==> src/rtl/mbsel_pkg.sv <==
package mbsel_pkg;
  typedef enum logic [0:0] {
    ST_EMPTY = 1'b0,
    ST_HELD  = 1'b1
  } mbsel_state_e;
endpackage

==> src/rtl/mbsel_pending_bank.sv <==
module mbsel_pending_bank #(
  parameter int N_CTR = 15
) (
  input  logic             clk,
  input  logic             rst,
  input  logic [N_CTR-1:0] set_i,
  input  logic [N_CTR-1:0] clr_i,
  output logic [N_CTR-1:0] pend_o
);
  // one request flag per center; a set in the same cycle as a clear wins
  for (genvar g = 0; g < N_CTR; g++) begin : g_flag
    logic flag_q;
    always_ff @(posedge clk) begin
      if (rst)           flag_q <= 1'b0;
      else if (set_i[g]) flag_q <= 1'b1;
      else if (clr_i[g]) flag_q <= 1'b0;
    end
    assign pend_o[g] = flag_q;
  end
endmodule

==> src/rtl/mbsel_pick.sv <==
module mbsel_pick #(
  parameter int N_CTR = 15,
  parameter int IDX_W = $clog2(N_CTR + 1)
) (
  input  logic [N_CTR-1:0] elig_i,
  output logic             hit_o,
  output logic [IDX_W-1:0] ctr_o
);
  logic [N_CTR-1:0] cand;

  // the top center is receive-only: drop it from the candidate set
  for (genvar g = 0; g < N_CTR; g++) begin : g_cand
    if (g == N_CTR - 1) begin : g_rx_only
      assign cand[g] = 1'b0;
    end else begin : g_tx
      assign cand[g] = elig_i[g];
    end
  end

  // lowest index wins: scan downward so the last hit kept is the lowest
  always_comb begin
    hit_o = 1'b0;
    ctr_o = '0;
    for (int i = N_CTR - 1; i >= 0; i--) begin
      if (cand[i]) begin
        hit_o = 1'b1;
        ctr_o = IDX_W'(i + 1);
      end
    end
  end
endmodule

==> src/rtl/mbsel_ctrl.sv <==
module mbsel_ctrl
  import mbsel_pkg::*;
#(
  parameter int N_CTR = 15,
  parameter int IDX_W = $clog2(N_CTR + 1)
) (
  input  logic             clk,
  input  logic             rst,
  input  logic             bus_idle,
  input  logic             ev_tx_ok,
  input  logic             ev_arb_lost,
  input  logic             ev_error,
  input  logic             hit_i,
  input  logic [IDX_W-1:0] win_i,
  output logic [N_CTR-1:0] clr_o,
  output logic             load_stb,
  output logic [IDX_W-1:0] sel_ctr,
  output logic             done_pulse,
  output logic [IDX_W-1:0] done_ctr
);
  mbsel_state_e state_q;
  logic         held;
  logic         retry;

  assign held  = (state_q == ST_HELD);
  assign retry = ev_arb_lost | ev_error;

  // request clear for the center whose frame just went out
  for (genvar g = 0; g < N_CTR; g++) begin : g_clr
    assign clr_o[g] = held & ev_tx_ok & (sel_ctr == IDX_W'(g + 1));
  end

  always_ff @(posedge clk) begin
    if (rst) begin
      state_q    <= ST_EMPTY;
      load_stb   <= 1'b0;
      sel_ctr    <= '0;
      done_pulse <= 1'b0;
      done_ctr   <= '0;
    end else begin
      load_stb   <= 1'b0;
      done_pulse <= 1'b0;
      unique case (state_q)
        ST_EMPTY: begin
          if (bus_idle && hit_i) begin
            load_stb <= 1'b1;
            sel_ctr  <= win_i;
            state_q  <= ST_HELD;
          end
        end
        ST_HELD: begin
          if (ev_tx_ok) begin
            done_pulse <= 1'b1;
            done_ctr   <= sel_ctr;
            sel_ctr    <= '0;
            state_q    <= ST_EMPTY;
          end else if (retry) begin
            if (hit_i) begin
              load_stb <= 1'b1;
              sel_ctr  <= win_i;
            end else begin
              sel_ctr  <= '0;
              state_q  <= ST_EMPTY;
            end
          end
        end
        default: state_q <= ST_EMPTY;
      endcase
    end
  end
endmodule

==> src/rtl/mbsel_tx_select.sv <==
module mbsel_tx_select #(
  parameter int N_CTR = 15,
  parameter int IDX_W = $clog2(N_CTR + 1)
) (
  input  logic             clk,
  input  logic             rst,
  input  logic [N_CTR-1:0] tx_req_set,
  input  logic [N_CTR-1:0] ctr_ready,
  input  logic [N_CTR-1:0] ctr_tx_dir,
  input  logic             bus_idle,
  input  logic             ev_tx_ok,
  input  logic             ev_arb_lost,
  input  logic             ev_error,
  output logic             load_stb,
  output logic [IDX_W-1:0] sel_ctr,
  output logic             done_pulse,
  output logic [IDX_W-1:0] done_ctr
);
  logic [N_CTR-1:0] pend;
  logic [N_CTR-1:0] clr;
  logic [N_CTR-1:0] elig;
  logic             hit;
  logic [IDX_W-1:0] win;

  mbsel_pending_bank #(.N_CTR(N_CTR)) u_pend (
    .clk    (clk),
    .rst    (rst),
    .set_i  (tx_req_set),
    .clr_i  (clr),
    .pend_o (pend)
  );

  assign elig = pend & ctr_ready & ctr_tx_dir;

  mbsel_pick #(.N_CTR(N_CTR), .IDX_W(IDX_W)) u_pick (
    .elig_i (elig),
    .hit_o  (hit),
    .ctr_o  (win)
  );

  mbsel_ctrl #(.N_CTR(N_CTR), .IDX_W(IDX_W)) u_ctrl (
    .clk         (clk),
    .rst         (rst),
    .bus_idle    (bus_idle),
    .ev_tx_ok    (ev_tx_ok),
    .ev_arb_lost (ev_arb_lost),
    .ev_error    (ev_error),
    .hit_i       (hit),
    .win_i       (win),
    .clr_o       (clr),
    .load_stb    (load_stb),
    .sel_ctr     (sel_ctr),
    .done_pulse  (done_pulse),
    .done_ctr    (done_ctr)
  );
endmodule

==> config.mk <==
export PLATFORM = sky130hd
export DESIGN_NAME = mbsel_tx_select
export DESIGN_NICKNAME = d
export VERILOG_FILES = /design/src/rtl/mbsel_pkg.sv /design/src/rtl/mbsel_pending_bank.sv /design/src/rtl/mbsel_pick.sv /design/src/rtl/mbsel_ctrl.sv /design/src/rtl/mbsel_tx_select.sv
export SDC_FILE = /design/constraint.sdc
export NUM_CORES = 1
export LEC_CHECK = 0
export BUFFER_PORTS_ARGS = -buffer_cell sky130_fd_sc_hd__buf_4
export CELL_PAD_IN_SITES_DETAIL_PLACEMENT = 0
export CELL_PAD_IN_SITES_GLOBAL_PLACEMENT = 1
export CORE_MARGIN = 1.5
export CORE_UTILIZATION = 33
export DETAILED_ROUTE_END_ITERATION = 10
export HOLD_SLACK_MARGIN = 0.15
export PLACE_DENSITY_LB_ADDON = 0.3
export SETUP_SLACK_MARGIN = 0.4
export SKIP_CTS_REPAIR_TIMING = 1
export SLEW_MARGIN = 20
export SYNTH_ARGS = -nofsm -noshare
export SYNTH_HDL_FRONTEND = slang
export SYNTH_HIERARCHICAL = 1
export SYNTH_SLANG_ARGS = --single-unit
==> constraint.sdc <==
create_clock -name clk -period 2.5 [get_ports clk]
set_clock_uncertainty 0.1 [all_clocks]
set_input_delay 0.5 -clock clk [delete_from_list [all_inputs] [get_ports clk]]
set_output_delay 0.5 -clock clk [all_outputs]
set_load 0.01 [all_outputs]
Word level (Yosys, flattened, before mapping)
Index checks and enable logic that the tools add are counted.
W data, S select, Z words.

word-level totals
  flip-flop bits (word level) = 25
  input port bits = 51
  output and inout port bits = 10
  word-level logic and storage cells = 142

operators by class
  equal/unequal tests = 16
  muxes and demuxes = 70
  bitwise logic cells = 19
  reduce and logical (&&, ||, !) cells = 18

operators by type and width
  operator              number
  $mux W4               18
  $mux W1               49
  $and A14 B14 Y14      2
  $eq A4 B4 Y1 const B  7
  $reduce_bool A2 Y1    14
  $eq A4 B3 Y1 const B  4
  $and A1 B1 Y1         15
  $eq A4 B2 Y1 const B  2
  $pmux W4 S2           1
  $eq A4 B1 Y1 const B  1
  $pmux W1 S2           2
  $reduce_and A2 Y1     2
  $ne A3 B3 Y1 const B  1
  $ne A2 B1 Y1 const B  1
  $reduce_or A2 Y1      1
  $logic_and A1 B1 Y1   1
  $not A1 Y1            1
  $or A1 B1 Y1          1

Depth between registers and ports, before layout
  word-level depth = 20
  mapped depth = 8
  mapped depth without buffers = 7

By module
Netlist, hierarchy kept.

modules (own cells, without submodules)
  module              times used  cells an instance  area an instance (µm²)  seq. area each (µm²)
  mbsel_pending_bank  1           76                 649.4                   300.3
  mbsel_ctrl          1           72                 575.6                   220.2
  mbsel_pick          1           27                 147.6                   0.0
  mbsel_tx_select     1           15                 93.8                    0.0

Worst setup path before layout
Ideal clock, no wire load.

  kind = in2reg
  from = in ctr_tx_dir[9]
  to = reg u_ctrl.sel_ctr[3]
  setup time = 92 ps
  data arrival time = 1807 ps
  required time = 2308 ps
  setup slack = 501 ps
  cell stages on the path = 7
  buffers on the path = 0
  cell sequence = and3_1 -> nor4_1 -> and3b_1 -> nand3_1 -> a21oi_1 -> a21oi_1 -> o32ai_1

between the ends
  word-level cells in the longest chain between the ends = 15
  elaborated cells between the ends (all ways) = 29
  those cells by class = eq/ne: 1; mux: 25; bitwise: 1; reduce/logical: 2

RTL lines
  what                      RTL line               text
  start, declared           mbsel_tx_select.sv:9   input logic [N_CTR-1:0] ctr_tx_dir,
  $and A14 B14 Y14 *        mbsel_tx_select.sv:33  assign elig = pend & ctr_ready & ctr_tx_dir;
  $mux W1 * (10 in series)  mbsel_pick.sv:25       if (cand[i]) begin
  via hit                   mbsel_tx_select.sv:22  logic hit;
  $mux W4                   mbsel_ctrl.sv:58       if (hit_i) begin
  $mux W4                   mbsel_ctrl.sv:57       end else if (retry) begin
  $mux W4                   mbsel_ctrl.sv:52       if (ev_tx_ok) begin
  $pmux W4 S2               mbsel_ctrl.sv:43       unique case (state_q)
  end signal, assigned      mbsel_ctrl.sv:47       sel_ctr <= win_i;
  end signal, assigned      mbsel_ctrl.sv:60       sel_ctr <= win_i;
  end, declared             mbsel_ctrl.sv:17       output logic [IDX_W-1:0] sel_ctr,

Mark *: on every way through the listed nets, which the timed path passes. The rest lies on a longest branch. The select of a mux whose other input is x is not followed.
A chain may end at the register's enable or synchronous reset.

Final worst setup path
  from = reg u_pend.g_flag[5].flag_q
  to = reg u_ctrl.sel_ctr[1]

between the ends
  word-level cells in the longest chain between the ends = 12
  elaborated cells between the ends (all ways) = 22
  those cells by class = eq/ne: 1; mux: 17; bitwise: 2; reduce/logical: 2

RTL lines
  what                              RTL line                  text
  start, declared                   mbsel_pending_bank.sv:12  logic flag_q;
  start signal, assigned            mbsel_pending_bank.sv:14  if (rst) flag_q <= 1'b0;
  start signal, assigned            mbsel_pending_bank.sv:15  else if (set_i[g]) flag_q <= 1'b1;
  start signal, assigned            mbsel_pending_bank.sv:16  else if (clr_i[g]) flag_q <= 1'b0;
  $and A14 B14 Y14 * (2 in series)  mbsel_tx_select.sv:33
  via elig[5]                       mbsel_tx_select.sv:21     logic [N_CTR-1:0] elig;
  $mux W4 * (6 in series)           mbsel_pick.sv:25
  via win[1]                        mbsel_tx_select.sv:23     logic [IDX_W-1:0] win;
  $mux W4                           mbsel_ctrl.sv:58
  $mux W4                           mbsel_ctrl.sv:57
  $mux W4                           mbsel_ctrl.sv:52
  $pmux W4 S2 *                     mbsel_ctrl.sv:43

Marked as above.

==> run_summary.xml <==
<?xml version="1.0" encoding="UTF-8"?>
<metrics>
  <group name="run_status">
    <metric name="run_status" unit="">finished clean</metric>
  </group>
  <group name="route">
    <metric name="detail_route.wl_per_cell" unit="um">12.7</metric>
    <metric name="post_drt_via_cell_ratio" unit="">4.90</metric>
    <metric name="detail_route.iter0.violations" unit="">45</metric>
    <metric name="detailroute.via_count" unit="">1362</metric>
    <metric name="drt_pass1_iterations" unit="">4</metric>
    <metric name="antenna_left" unit="">0</metric>
    <metric name="post-route-drc-count" unit="">0</metric>
    <metric name="detail_route.wirelength" unit="um">3530</metric>
  </group>
  <group name="placement">
    <metric name="area_after_dpl" unit="um2">1780</metric>
    <metric name="gp_routability_congestion" unit="">0.747</metric>
    <metric name="dpl.hpwl" unit="um">2670</metric>
    <metric name="port-buffer-count" unit="">57</metric>
  </group>
  <group name="power">
    <metric name="leakage" unit="uW">0.000871</metric>
    <metric name="power_density" unit="nW/um2">482</metric>
    <metric name="ir_worst_vdd" unit="V">0.000281</metric>
  </group>
  <group name="global_route">
    <metric name="wire_length_of_the_first_global_routing_pass" unit="um">5600</metric>
    <metric name="grt_remaining_overflow" unit="">0</metric>
    <metric name="maximum_number_of_pins_on_one_net_before_global_route_repair" unit="">30</metric>
    <metric name="antenna_found_initial" unit="">0</metric>
    <metric name="globalRouteTotalUtil" unit="">0.161</metric>
    <metric name="first_global_vias" unit="">1217</metric>
  </group>
  <group name="cells_and_area">
    <metric name="antenna_cells" unit="">0</metric>
    <metric name="final_nets" unit="">280</metric>
    <metric name="drive_gt1_frac" unit="">0.316</metric>
    <metric name="syn2layout_area_growth" unit="%">30.5</metric>
    <metric name="layout.cell_area.non_filler" unit="um2">1850</metric>
  </group>
  <group name="cts">
    <metric name="clock_tree_from_tritoncts" unit="">built</metric>
    <metric name="clk_pin_slew" unit="ns">0.09</metric>
    <metric name="clock_tree_buf_depth" unit="">2</metric>
    <metric name="htree_num_levels" unit="">1</metric>
    <metric name="ctsRootBufferMaster" unit="">clkbuf_8</metric>
    <metric name="numCtsBuffers" unit="">3</metric>
    <metric name="clkLatencyLatePin" unit="ns">0.27</metric>
    <metric name="clkSinkCount" unit="">25</metric>
  </group>
  <group name="sta">
    <metric name="finalHoldViolCount" unit="">0</metric>
    <metric name="grt_setup_unrepaired" unit="">false</metric>
    <metric name="timing_max_transition_violations_final" unit="">0</metric>
    <metric name="min_period" unit="ns">1.94</metric>
    <metric name="final_min_period_over_clock_period" unit="">0.775</metric>
    <metric name="worst-slew-pin-transition" unit="ns">0.398</metric>
    <metric name="setup_viols_final" unit="">0</metric>
    <metric name="slew_headroom" unit="">0.734</metric>
    <metric name="maxClockFrequency" unit="MHz">516</metric>
    <metric name="setup_total_negative_slack" unit="ns">0</metric>
  </group>
  <group name="logic_synthesis">
    <metric name="synth_area" unit="um2">1410</metric>
    <metric name="mappedNetlistNets" unit="">234</metric>
    <metric name="synth_cells" unit="">183</metric>
    <metric name="yosys_warnings" unit="">6</metric>
    <metric name="syn_area_per_cell" unit="um2">7.73</metric>
  </group>
  <group name="critical_path">
    <metric name="worst_path_largest_cell_delay" unit="ns">0.46</metric>
    <metric name="path_cells" unit="">and3_1, or4_1, a21oi_1, or4_1, a21oi_1, nand2_1, o32ai_1</metric>
    <metric name="cp.buffers_inverters" unit="">0</metric>
    <metric name="worstSetupPathType" unit="">flip-flop to flip-flop</metric>
    <metric name="worst_setup_path_end_kind" unit="">flip-flop</metric>
    <metric name="worstPathRequired" unit="ns">2.59</metric>
    <metric name="critPathSlowestCell" unit="">or4_1</metric>
    <metric name="top_cell_family_by_delay_on_the_critical_path" unit="">simple AND/OR/NAND/NOR gates</metric>
    <metric name="cp.arrival" unit="ns">2.02</metric>
    <metric name="worstSetupStartpointType" unit="">flip-flop</metric>
    <metric name="worst-path-max-fanout" unit="">5</metric>
  </group>
  <group name="floorplan">
    <metric name="floorplan.die.width" unit="um">68.5</metric>
    <metric name="i_o_pins" unit="">61</metric>
    <metric name="die_h" unit="um">68.5</metric>
    <metric name="initial_utilization" unit="">0.348</metric>
    <metric name="rows" unit="">23</metric>
    <metric name="die-area" unit="um2">4690</metric>
    <metric name="core_region_area" unit="um2">4060</metric>
  </group>
  <group name="worst_hold_path">
    <metric name="timing.hold.worst.class" unit="">flip-flop to flip-flop</metric>
  </group>
  <group name="run">
    <metric name="maxCapViolations" unit="">0</metric>
  </group>
</metrics>
## worst register-to-register path, stage by stage, from the launching register on
cell and delay [ns]:
dfxtp_1 0.34, and3_1 0.26, or4_1 0.15, a21oi_1 0.04, or4_1 0.46, a21oi_1 0.22, nand2_1 0.08, o32ai_1 0.21
## layout make-up
type                    count  area [um2]
clock buffers               4        45.0
fillers                   452        2210
inverters                  17        63.8
multi-input cells         123         731
flip-flops and latches     25         500
well taps                  50        62.6
repair buffers             59         443
## sequential cells by signal (all words and copies together) (netlist names)
register,flops
u_ctrl/sel_ctr,4
u_ctrl/done_pulse,1
u_ctrl/done_ctr,4
u_pend/g_flag.flag_q,14
u_ctrl/load_stb,1
u_ctrl/held,1
## stage by stage
stage / util / cells / hold slack (ns) / power [uW] / setup WS, ns
floorplan: - / 183 / 0.344 / 574 / 0.501
detailed placement: 0.439 / 274 / 0.351 / 650 / 0.226
CTS: 0.450 / 278 / 0.357 / 893 / 0.497
global route: 0.455 / 278 / 0.363 / 934 / 0.434
finish: 0.455 / 278 / 0.360 / 890 / 0.563
global placement: 0.439 / 274 / 0.351 / 649 / 0.220
## layer usage
| metal | track usage | up-vias | routed length [um] |
|---|---|---|---|
| li1 | - | 697 | - |
| met1 | 0.229 | 627 | 1740 |
| met2 | 0.240 | 33 | 1540 |
| met3 | 0.0296 | 5 | 195 |
| met4 | 0.0600 | 0 | 53 |
| met5 | 0 | - | 0 |
## cell usage in the layout, fill, tap and decap left out, types with 2 or more instances in the layout
| cell | n |
|---|---|
| and3_1 | 14 |
| nand3b_1 | 2 |
| nand2_1 | 9 |
| nor2_1 | 15 |
| nor4_1 | 4 |
| o21ai_0 | 2 |
| a21oi_1 | 25 |
| buf_4 | 59 |
| o32ai_1 | 4 |
| or4_1 | 2 |
| inv_1 | 17 |
| clkbuf_8 | 3 |
| nand3_1 | 3 |
| nor3_1 | 5 |
| nand4_1 | 2 |
| nand3_2 | 2 |
| dfxtp_1 | 25 |
| nand2b_1 | 19 |
## final timing paths
kind / start / to / slack, ns / cells after the start
min reg2reg: u_ctrl/done_ctr[3] / u_ctrl/done_ctr[3] / 0.36 / 2
max: u_pend/g_flag[5].flag_q / u_ctrl/sel_ctr[1] / 0.56 / 7
max reg2reg: u_pend/g_flag[5].flag_q / u_ctrl/sel_ctr[1] / 0.56 / 7
min: u_ctrl/done_ctr[3] / u_ctrl/done_ctr[3] / 0.36 / 2
## power by group
group	switching, uW	total [uW]	leakage, uW	internal [uW]
clock network	129	243	0.0000228	114
logic	85.9	195	0.000641	109
registers	28.2	452	0.000207	424
total	243	890	0.000871	647
Power figures use the tool's default switching activity.
